**config.mk**
```make
export PLATFORM = sky130hd
export DESIGN_NAME = timer16_cmp
export DESIGN_NICKNAME = d
export VERILOG_FILES = /design/src/rtl/timer16_pkg.sv /design/src/rtl/timer16_presc.sv /design/src/rtl/timer16_ctrl.sv /design/src/rtl/timer16_dp.sv /design/src/rtl/timer16_cmp.sv
export SDC_FILE = /design/constraint.sdc
export NUM_CORES = 1
export LEC_CHECK = 0
export ABC_AREA = 1
export BUFFER_PORTS_ARGS = -buffer_cell sky130_fd_sc_hd__buf_2
export CAP_MARGIN = 10
export CORE_UTILIZATION = 50
export DETAILED_ROUTE_END_ITERATION = 12
export GPL_TIMING_DRIVEN = 0
export PLACE_DENSITY = 0.83
export SETUP_SLACK_MARGIN = 0.15
export SLEW_MARGIN = 20
export SYNTH_ARGS = -nofsm -noshare
export SYNTH_HDL_FRONTEND = slang
export SYNTH_SLANG_ARGS = --single-unit
```
**constraint.sdc**
```tcl
create_clock -name clk -period 2.4 [get_ports clk]
set_input_delay 0.24 -clock clk [delete_from_list [all_inputs] [get_ports clk]]
set_output_delay 0.24 -clock clk [all_outputs]
set_load 0.05 [all_outputs]
```
**src/rtl/timer16_pkg.sv**
```systemverilog
package timer16_pkg;
  localparam int FLAG_W = 8;
  localparam int FB_OVF = 0;
  localparam int FB_CMPA = 1;
  localparam int FB_CMPB = 2;
  localparam int FB_CMPC = 3;
  localparam int FB_CAP = 5;
  localparam logic [FLAG_W-1:0] FLAG_VALID = 8'h2F;

  localparam logic [3:0] MODE_CTC_A = 4'd4;
  localparam logic [3:0] MODE_CTC_TOP = 4'd12;

  typedef struct packed {
    logic              advance;
    logic              clearCnt;
    logic [FLAG_W-1:0] setFlags;
  } tmrStrobes_t;

  // log2 of the division ratio for a running selection
  function automatic logic [3:0] divShift(input logic [2:0] sel);
    case (sel)
      3'd1: divShift = 4'd0;
      3'd2: divShift = 4'd3;
      3'd3: divShift = 4'd6;
      3'd4: divShift = 4'd8;
      3'd5: divShift = 4'd10;
      default: divShift = 4'd0;
    endcase
  endfunction

  function automatic logic selRuns(input logic [2:0] sel);
    selRuns = (sel >= 3'd1) && (sel <= 3'd5);
  endfunction
endpackage

```
**src/rtl/timer16_presc.sv**
```systemverilog
module timer16_presc
  import timer16_pkg::*;
#(
  parameter int PSC_W = 10
) (
  input  logic       clk,
  input  logic       rst,
  input  logic [2:0] clkSel,
  output logic       tick
);
  logic [PSC_W-1:0] psc;
  logic [PSC_W-1:0] lim;
  logic             running;

  assign running = selRuns(clkSel);
  assign lim     = ~({PSC_W{1'b1}} << divShift(clkSel));
  assign tick    = running && (psc >= lim);

  // Held at zero while stopped, so a start always begins a full period
  always_ff @(posedge clk) begin
    if (rst || !running || tick) psc <= '0;
    else psc <= psc + 1'b1;
  end

  p_restart_r9: assert property (@(posedge clk) disable iff (rst)
    !running |=> (psc == '0));
endmodule

```
**src/rtl/timer16_ctrl.sv**
```systemverilog
module timer16_ctrl
  import timer16_pkg::*;
#(
  parameter int CNT_W = 16,
  parameter int NCMP = 3
) (
  input  logic                      clk,
  input  logic                      rst,
  input  logic                      tick,
  input  logic [2:0]                clkSel,
  input  logic [1:0]                modeLo,
  input  logic [1:0]                modeHi,
  input  logic [NCMP-1:0][CNT_W-1:0] cmpVal,
  input  logic [CNT_W-1:0]          topCap,
  input  logic [CNT_W-1:0]          count,
  input  logic                      cntWrEn,
  output tmrStrobes_t               strb
);
  logic [3:0]      modeCode;
  logic            ctcA;
  logic            ctcTop;
  logic [NCMP-1:0] cmpHit;
  logic            topHit;
  logic            blockMatch;
  logic            matchOk;

  assign modeCode = {modeHi, modeLo};
  assign ctcA     = (modeCode == MODE_CTC_A);
  assign ctcTop   = (modeCode == MODE_CTC_TOP);
  assign topHit   = (count == topCap);

  for (genvar i = 0; i < NCMP; i++) begin : g_cmp
    assign cmpHit[i] = (count == cmpVal[i]);
  end

  // One tick of match blanking after a software load
  always_ff @(posedge clk) begin
    if (rst) blockMatch <= 1'b0;
    else if (cntWrEn) blockMatch <= 1'b1;
    else if (tick) blockMatch <= 1'b0;
  end

  assign matchOk = tick && !blockMatch && !cntWrEn;

  always_comb begin
    strb = '0;
    strb.advance  = tick;
    strb.clearCnt = matchOk && ((ctcA && cmpHit[0]) || (ctcTop && topHit));
    strb.setFlags[FB_OVF] = tick && !cntWrEn && (count == {CNT_W{1'b1}});
    for (int i = 0; i < NCMP; i++) strb.setFlags[FB_CMPA+i] = matchOk && cmpHit[i];
    strb.setFlags[FB_CAP] = matchOk && ctcTop && topHit;
  end

  p_stop_hold_r2: assert property (@(posedge clk) disable iff (rst)
    !selRuns(clkSel) |-> !tick);
  p_clear_mode_r3: assert property (@(posedge clk) disable iff (rst)
    strb.clearCnt |-> (ctcA || ctcTop));
endmodule

```
**src/rtl/timer16_dp.sv**
```systemverilog
module timer16_dp
  import timer16_pkg::*;
#(
  parameter int CNT_W = 16
) (
  input  logic              clk,
  input  logic              rst,
  input  tmrStrobes_t       strb,
  input  logic              cntWrEn,
  input  logic [CNT_W-1:0]  cntWrData,
  input  logic [FLAG_W-1:0] flagClr,
  input  logic [FLAG_W-1:0] intMask,
  output logic [CNT_W-1:0]  count,
  output logic [FLAG_W-1:0] flags,
  output logic [FLAG_W-1:0] irqVec
);
  always_ff @(posedge clk) begin
    if (rst) count <= '0;
    else if (cntWrEn) count <= cntWrData;
    else if (strb.advance) count <= strb.clearCnt ? '0 : count + 1'b1;
  end

  always_ff @(posedge clk) begin
    if (rst) flags <= '0;
    else flags <= ((flags & ~flagClr) | strb.setFlags) & FLAG_VALID;
  end

  assign irqVec = flags & intMask;

  p_load_r8: assert property (@(posedge clk) disable iff (rst)
    cntWrEn |=> (count == $past(cntWrData)));
  p_idle_hold_r1: assert property (@(posedge clk) disable iff (rst)
    (!cntWrEn && !strb.advance) |=> $stable(count));
  p_wrap_r4: assert property (@(posedge clk) disable iff (rst)
    (!cntWrEn && strb.advance && (count == {CNT_W{1'b1}})) |=> (count == '0));

  for (genvar b = 0; b < FLAG_W; b++) begin : g_hold
    p_flag_hold_r10: assert property (@(posedge clk) disable iff (rst)
      (flags[b] && !flagClr[b]) |=> flags[b]);
  end
endmodule

```
**src/rtl/timer16_cmp.sv**
```systemverilog
module timer16_cmp
  import timer16_pkg::*;
#(
  parameter int CNT_W = 16,
  parameter int PSC_W = 10
) (
  input  logic             clk,
  input  logic             rst,
  input  logic [2:0]       clkSel,
  input  logic [1:0]       modeLo,
  input  logic [1:0]       modeHi,
  input  logic [CNT_W-1:0] cmpA,
  input  logic [CNT_W-1:0] cmpB,
  input  logic [CNT_W-1:0] cmpC,
  input  logic [CNT_W-1:0] topCap,
  input  logic [7:0]       intMask,
  input  logic             cntWrEn,
  input  logic [CNT_W-1:0] cntWrData,
  input  logic [7:0]       flagClr,
  output logic [CNT_W-1:0] count,
  output logic [7:0]       flags,
  output logic             irqOvf,
  output logic             irqCmpA,
  output logic             irqCmpB,
  output logic             irqCmpC,
  output logic             irqCap
);
  localparam int NCMP = 3;

  logic                       tick;
  tmrStrobes_t                strb;
  logic [FLAG_W-1:0]          irqVec;
  logic [NCMP-1:0][CNT_W-1:0] cmpVal;

  assign cmpVal = {cmpC, cmpB, cmpA};

  timer16_presc #(.PSC_W(PSC_W)) u_presc (
    .clk(clk), .rst(rst), .clkSel(clkSel), .tick(tick)
  );

  timer16_ctrl #(.CNT_W(CNT_W), .NCMP(NCMP)) u_ctrl (
    .clk(clk), .rst(rst), .tick(tick), .clkSel(clkSel),
    .modeLo(modeLo), .modeHi(modeHi), .cmpVal(cmpVal), .topCap(topCap),
    .count(count), .cntWrEn(cntWrEn), .strb(strb)
  );

  timer16_dp #(.CNT_W(CNT_W)) u_dp (
    .clk(clk), .rst(rst), .strb(strb), .cntWrEn(cntWrEn),
    .cntWrData(cntWrData), .flagClr(flagClr), .intMask(intMask),
    .count(count), .flags(flags), .irqVec(irqVec)
  );

  assign irqOvf  = irqVec[FB_OVF];
  assign irqCmpA = irqVec[FB_CMPA];
  assign irqCmpB = irqVec[FB_CMPB];
  assign irqCmpC = irqVec[FB_CMPC];
  assign irqCap  = irqVec[FB_CAP];
endmodule

```
; Word level (Yosys, flattened, before mapping)
; Index checks and enable logic that the tools add are counted.
[word_totals]
in_bits = 106
output_inout_bits = 29
word_cells = 53
regBits = 32
[classes]
reduce_logical = 21
eq_ne = 11
n_addsub = 2
n_shift = 1
n_lt_le_gt_ge = 3
bitwise = 5
muxes = 6
[op_table]
columns = operator, n
row1 = == test 16 bit, 4
row2 = 2-to-1 mux 16 bit, 3
row3 = adder 16 x 1 -> 16 bit (second input constant), 1
row4 = == test 16 bit (second input constant), 1
row5 = one-hot mux 4 bit (4 select lines), 1
row6 = logical AND 1 bit, 14
row7 = AND 6 bit, 2
row8 = adder 10 x 1 -> 10 bit (second input constant), 1
row9 = greater-or-equal comparator 10 bit, 1
row10 = NOT 10 bit, 1
row11 = << shifter 10 x 4 -> 10 bit (first input constant), 1
row12 = == test 3 x 2 -> 1 bit (second input constant), 2
row13 = == test 3 bit (second input constant), 2
row14 = NOT 6 bit, 1
row15 = bitwise OR 6 bit, 1
row16 = == test 4 x 3 -> 1 bit (second input constant), 1
row17 = == test 4 bit (second input constant), 1
row18 = greater-or-equal comparator 3 x 1 -> 1 bit (second input constant), 1
row19 = <= comparator 3 bit (second input constant), 1
row20 = logical NOT 1 bit, 3
row21 = logical OR 1 bit, 3
row22 = 2-to-1 mux 1 bit, 2
row23 = nonzero test 2 bit, 1

; Longest topological paths before layout
[logic_depth]
depth_word = 12
ltp_mapped = 17

; Cells and area by module
; A second synthesis with hierarchy kept.
[hier_totals]
hier_cells = 537
hier_area_um2 = 3214.3
[by_module_without_submodules]
columns = module, cells_per_inst, n_inst, area_per_inst_um2, seq_area_each_um2
row1 = timer16_dp, 210, 1, 1358.8, 420.4
row2 = timer16_ctrl, 214, 1, 1072.3, 20.0
row3 = timer16_presc, 113, 1, 783.3, 200.2

; Worst setup path after synthesis
; Ideal clock, no wire load.
[synth_path]
path_kind = input port to flip-flop
start = input clkSel[2]
end = register u_dp.count[12]
required_time_ns = 2.260
setup_slack_ns = 0.489
stages = 14
arrival_time_ns = 1.771
n_path_buf = 1
path_cell_list = inv_2 > nor2_4 > nand2_1 > ha_1 > nand2_1 > nor2_1 > nand3_1 > nand3_4 > nand2_4 > nor2_8 > nand2_4 > buf_12 > nand2_2 > a21oi_2
[synth_via]
elab_chain_len = 12
word_cells_on_any_way = 19
classes_between = order compare: 3 / eq/ne: 4 / shift: 1 / mux: 4 / bitwise: 1 / reduce/logical: 6
[synth_lines]
columns = element, line_no
row1 = "start, declared", timer16_cmp.sv:9  ; input logic [2:0] clkSel,
row2 = == test 3 bit or == test 3 x 2 -> 1 bit (tied branches), timer16_pkg.sv:21  ; case (sel)
row3 = one-hot mux 4 bit (4 select lines), timer16_pkg.sv:21
row4 = << shifter 10 x 4 -> 10 bit, timer16_presc.sv:16  ; assign lim = ~({PSC_W{1'b1}} << divShift(clkSel));
row5 = NOT 10 bit, timer16_presc.sv:16
row6 = greater-or-equal comparator 10 bit, timer16_presc.sv:17  ; assign tick = running && (psc >= lim);
row7 = logical AND 1 bit (*), timer16_presc.sv:17
row8 = logical AND 1 bit (2 in a row), timer16_ctrl.sv:43  ; assign matchOk = tick && !blockMatch && !cntWrEn;
row9 = logical AND 1 bit, timer16_ctrl.sv:48  ; strb.clearCnt = matchOk && ((ctcA && cmpHit[0]) || (ctcTop && topHit));
row10 = 2-to-1 mux 16 bit (2 in a row), timer16_dp.sv:20  ; else if (strb.advance) count <= strb.clearCnt ? '0 : count + 1'b1;
row11 = 2-to-1 mux 16 bit, timer16_dp.sv:19  ; else if (cntWrEn) count <= cntWrData;
row12 = "end signal, assigned", timer16_dp.sv:19
row13 = "end signal, assigned", timer16_dp.sv:20
row14 = "end, declared", timer16_dp.sv:13  ; output logic [CNT_W-1:0] count,
; Every way passes the cells marked *; elsewhere a longest branch is shown, timed or not. The select of a mux whose other input is x is not followed.
; A chain may end at the register's enable or synchronous reset.

; Worst setup path after layout
[layout_path]
start = input clkSel[2]
end = register u_dp.count[7]
; Same word-level chain as after synthesis.

==> qor.yml <==
swShare_pct: 35.6
syn_area_mm2: 0.00346
crit_type: "input pin to flip-flop"
yosysSeqAreaShare_pct: 18.5
synth.avg_cell_area_um2: 6.00
end_kind: "flip-flop"
report.power.total_mw: 1.55
antenna_cells: 0
fill_cells: 661
synth_top_area_share_pct: 19.1
min_period_ns: 2.05
core_mm2: 0.00653
grt_pass1_vias: 3632
antenna_left: 0
p_clk_share_pct: 28.8
start_util_pct: 53.0
postCtsSetupRepairBufs: 0
area_delta_synth_final_pct: 23.6
drive_above_1_share_pct: 28.4
cts_buffers: 5
die_h_um: 85.2
die-area_mm2: 0.00727
grt_antenna_before_repair: 0
synth_edf_count: 0
dr.pass1.iters: 5
p_sw_mw: 0.551
synth_common_cells: "nand2_1, inv_1, nor2_1"
place_area_mm2: 0.00419
status: "complete, no violations"
wirelength_um: 9530
fmax_mhz: 487
final_core_util_pct: 65.6
r2r_start: "u_presc.psc[0]"
rsz0062_at_grt: "no"
worstMarginPinSlew_ns: 0.729
cp.arrival_ns: 2.21
cts-root-buf: "clkbuf_8"
p_per_area_mw_per_mm2: 361
max_cap_viol_count: 0
fin_setup_tns_ns: 0
cts_resized: 0
worstPathRequired_ns: 2.55
critPathMaxFanout: 10
hold_depth: 2
clock_latency_ns: 0.29
seqPwrFrac_pct: 36.5
place_ws_ns: 0.0524
die_w_um: 85.2
stdcell_area_mm2: 0.00428
synth_cell_types: 38
clkTransAtPathRegs_ns: 0.07
setup_viol: 0
grt_pass1_wl_um: 15500
vias_per_cell: 4.93
ys.warnings.count: 0
combPwrFrac_pct: 34.6
finalCritPeriodShare_pct: 85.6
fin_skew_ns: 0.00576
overflow: 0
cts.path.max_buffers: 2
ff2ff_path_depth: 14
r2r_slack_ns: 0.37
timing.final.ws_setup_ns: 0.347
drc_errors: 0
cts_tree: "done"
floorplan.rows: 29
cts_max_level: 2
ir_worst_vdd_mv: 0.230
hold_violations: 0
io_pins: 135
vias: 3883
synth_top_area_cell: "nand2_1"
gp_congestion: 0.897
drt_iter0_markers: 160
io_buffers: 124
synth.most_common_cell: "nand2_1"
start_kind: "input pin"
min_to: "u_dp.count[2]"
postSynthRegisterBits: 32
layout.nets: 828
internal_power_mw: 0.997
async_flop_share_pct: 0
clock-sinks: 32
post-dp-hpwl_um: 7680
grtUsageTotal_pct: 26.7
synth_top_flop_cell: "dfxtp_1"
min_from: "rst"
rr_endpoint: "u_dp.count[7]"
cts_hold_buf: 0
hold_path.class: "input pin to flip-flop"
leakage_nw: 2.29
synth_area_leaders: "nand2_1, dfxtp_1, inv_1"
slew_headroom_pct: 51.4
synthCells: 577
drv_slew: 0
wl_per_cell_um: 12.1
grt_max_degree: 11
-- power groups by stage --
stage	logic, mW	registers (mW)	clock network (mW)
floorplan	0.309	0.628	0
global placement	0.519	0.577	0
detailed placement	0.533	0.577	0
CTS	0.536	0.565	0.455
global route	0.596	0.567	0.472
finish	0.536	0.565	0.446
-- routing by layer --
| metal | global-route usage (%) | routed length [um] | up-vias |
|---|---|---|---|
| li1 | - | - | 2004 |
| met4 | 9.40 | 197 | 0 |
| met2 | 47.5 | 4610 | 140 |
| met5 | 0 | 0 | - |
| met1 | 32.0 | 4100 | 1720 |
| met3 | 5.16 | 634 | 19 |
-- worst max path at each step --
stage	start	to	slack, ns
floorplan	clkSel[2]	u_dp.count[12]	0.49
global placement	clkSel[2]	u_dp.count[8]	0.09
detailed placement	clkSel[2]	u_dp.count[7]	0.05
CTS	clkSel[2]	u_dp.count[8]	0.34
global route	u_presc.psc[0]	u_presc.psc[7]	0.19
finish	clkSel[2]	u_dp.count[7]	0.35
-- area by class of cell --
class,instances,area (um2),share of cell area [%]
Multi-Input combinational cell,426,2280,53.2
Sequential cell,32,641,15.0
Timing Repair Buffer,124,621,14.5
Inverter,94,353,8.24
Buffer,27,201,4.70
Tap cell,77,96.3,2.25
Clock buffer,7,86.3,2.02
Clock inverter,1,7.51,0.175
-- layout by cell type (no fill, tap or decap), drive strengths merged, types with 6 or more instances in the layout --
| cell | netlist | routed |
|---|---|---|
| buf | 23 | 147 |
| ha | 12 | 12 |
| nand3 | 34 | 34 |
| clkbuf | 4 | 11 |
| xnor2 | 28 | 28 |
| nor2 | 81 | 81 |
| xor2 | 16 | 16 |
| o21ai | 6 | 6 |
| inv | 94 | 94 |
| a21oi | 26 | 26 |
| nand4 | 11 | 11 |
| nand2 | 190 | 190 |
| dfxtp | 32 | 32 |
-- kinds of logic (layout without fill, tap and decap cells) --
| family | after synthesis | count (layout) | share of synthesized area (%) |
|---|---|---|---|
| AOI/OAI and AO/OA | 38 | 38 | 6.86 |
| buffers and inverters | 121 | 253 | 16.0 |
| and+or+nand+nor | 329 | 329 | 43.1 |
| xor gates and xnor gates | 44 | 44 | 11.1 |
| adders and majority gates | 12 | 12 | 4.33 |
| DFF | 32 | 32 | 18.5 |
| other | 1 | 3 | 0.108 |
-- sequential cells by signal, summed over array words and instances, names as in the netlist --
name,count
u_dp.count,16
u_presc.psc,10
u_dp.flags,5
u_ctrl.blockMatch,1
-- worst max-delay path, stage by stage --
cell and delay [ns]:
buf_2 0.12, inv_2 0.05, nor2_4 0.21, nand2_1 0.11, ha_1 0.30, nand2_1 0.06, nor2_1 0.14, nand3_1 0.14
nand3_4 0.13, nand2_4 0.13, nor2_8 0.16, nand2_4 0.12, buf_12 0.17, nand2_2 0.07, a21oi_2 0.05
-- metrics by stage --
step,hold slack (ns),instances
6_report,0.142,788
5_1_grt,0.144,788
4_1_cts,0.142,788
3_5_place_dp,0.450,780
3_3_place_gp,0.444,780
2_1_floorplan,0.309,579
Power figures use the tool's default switching activity.
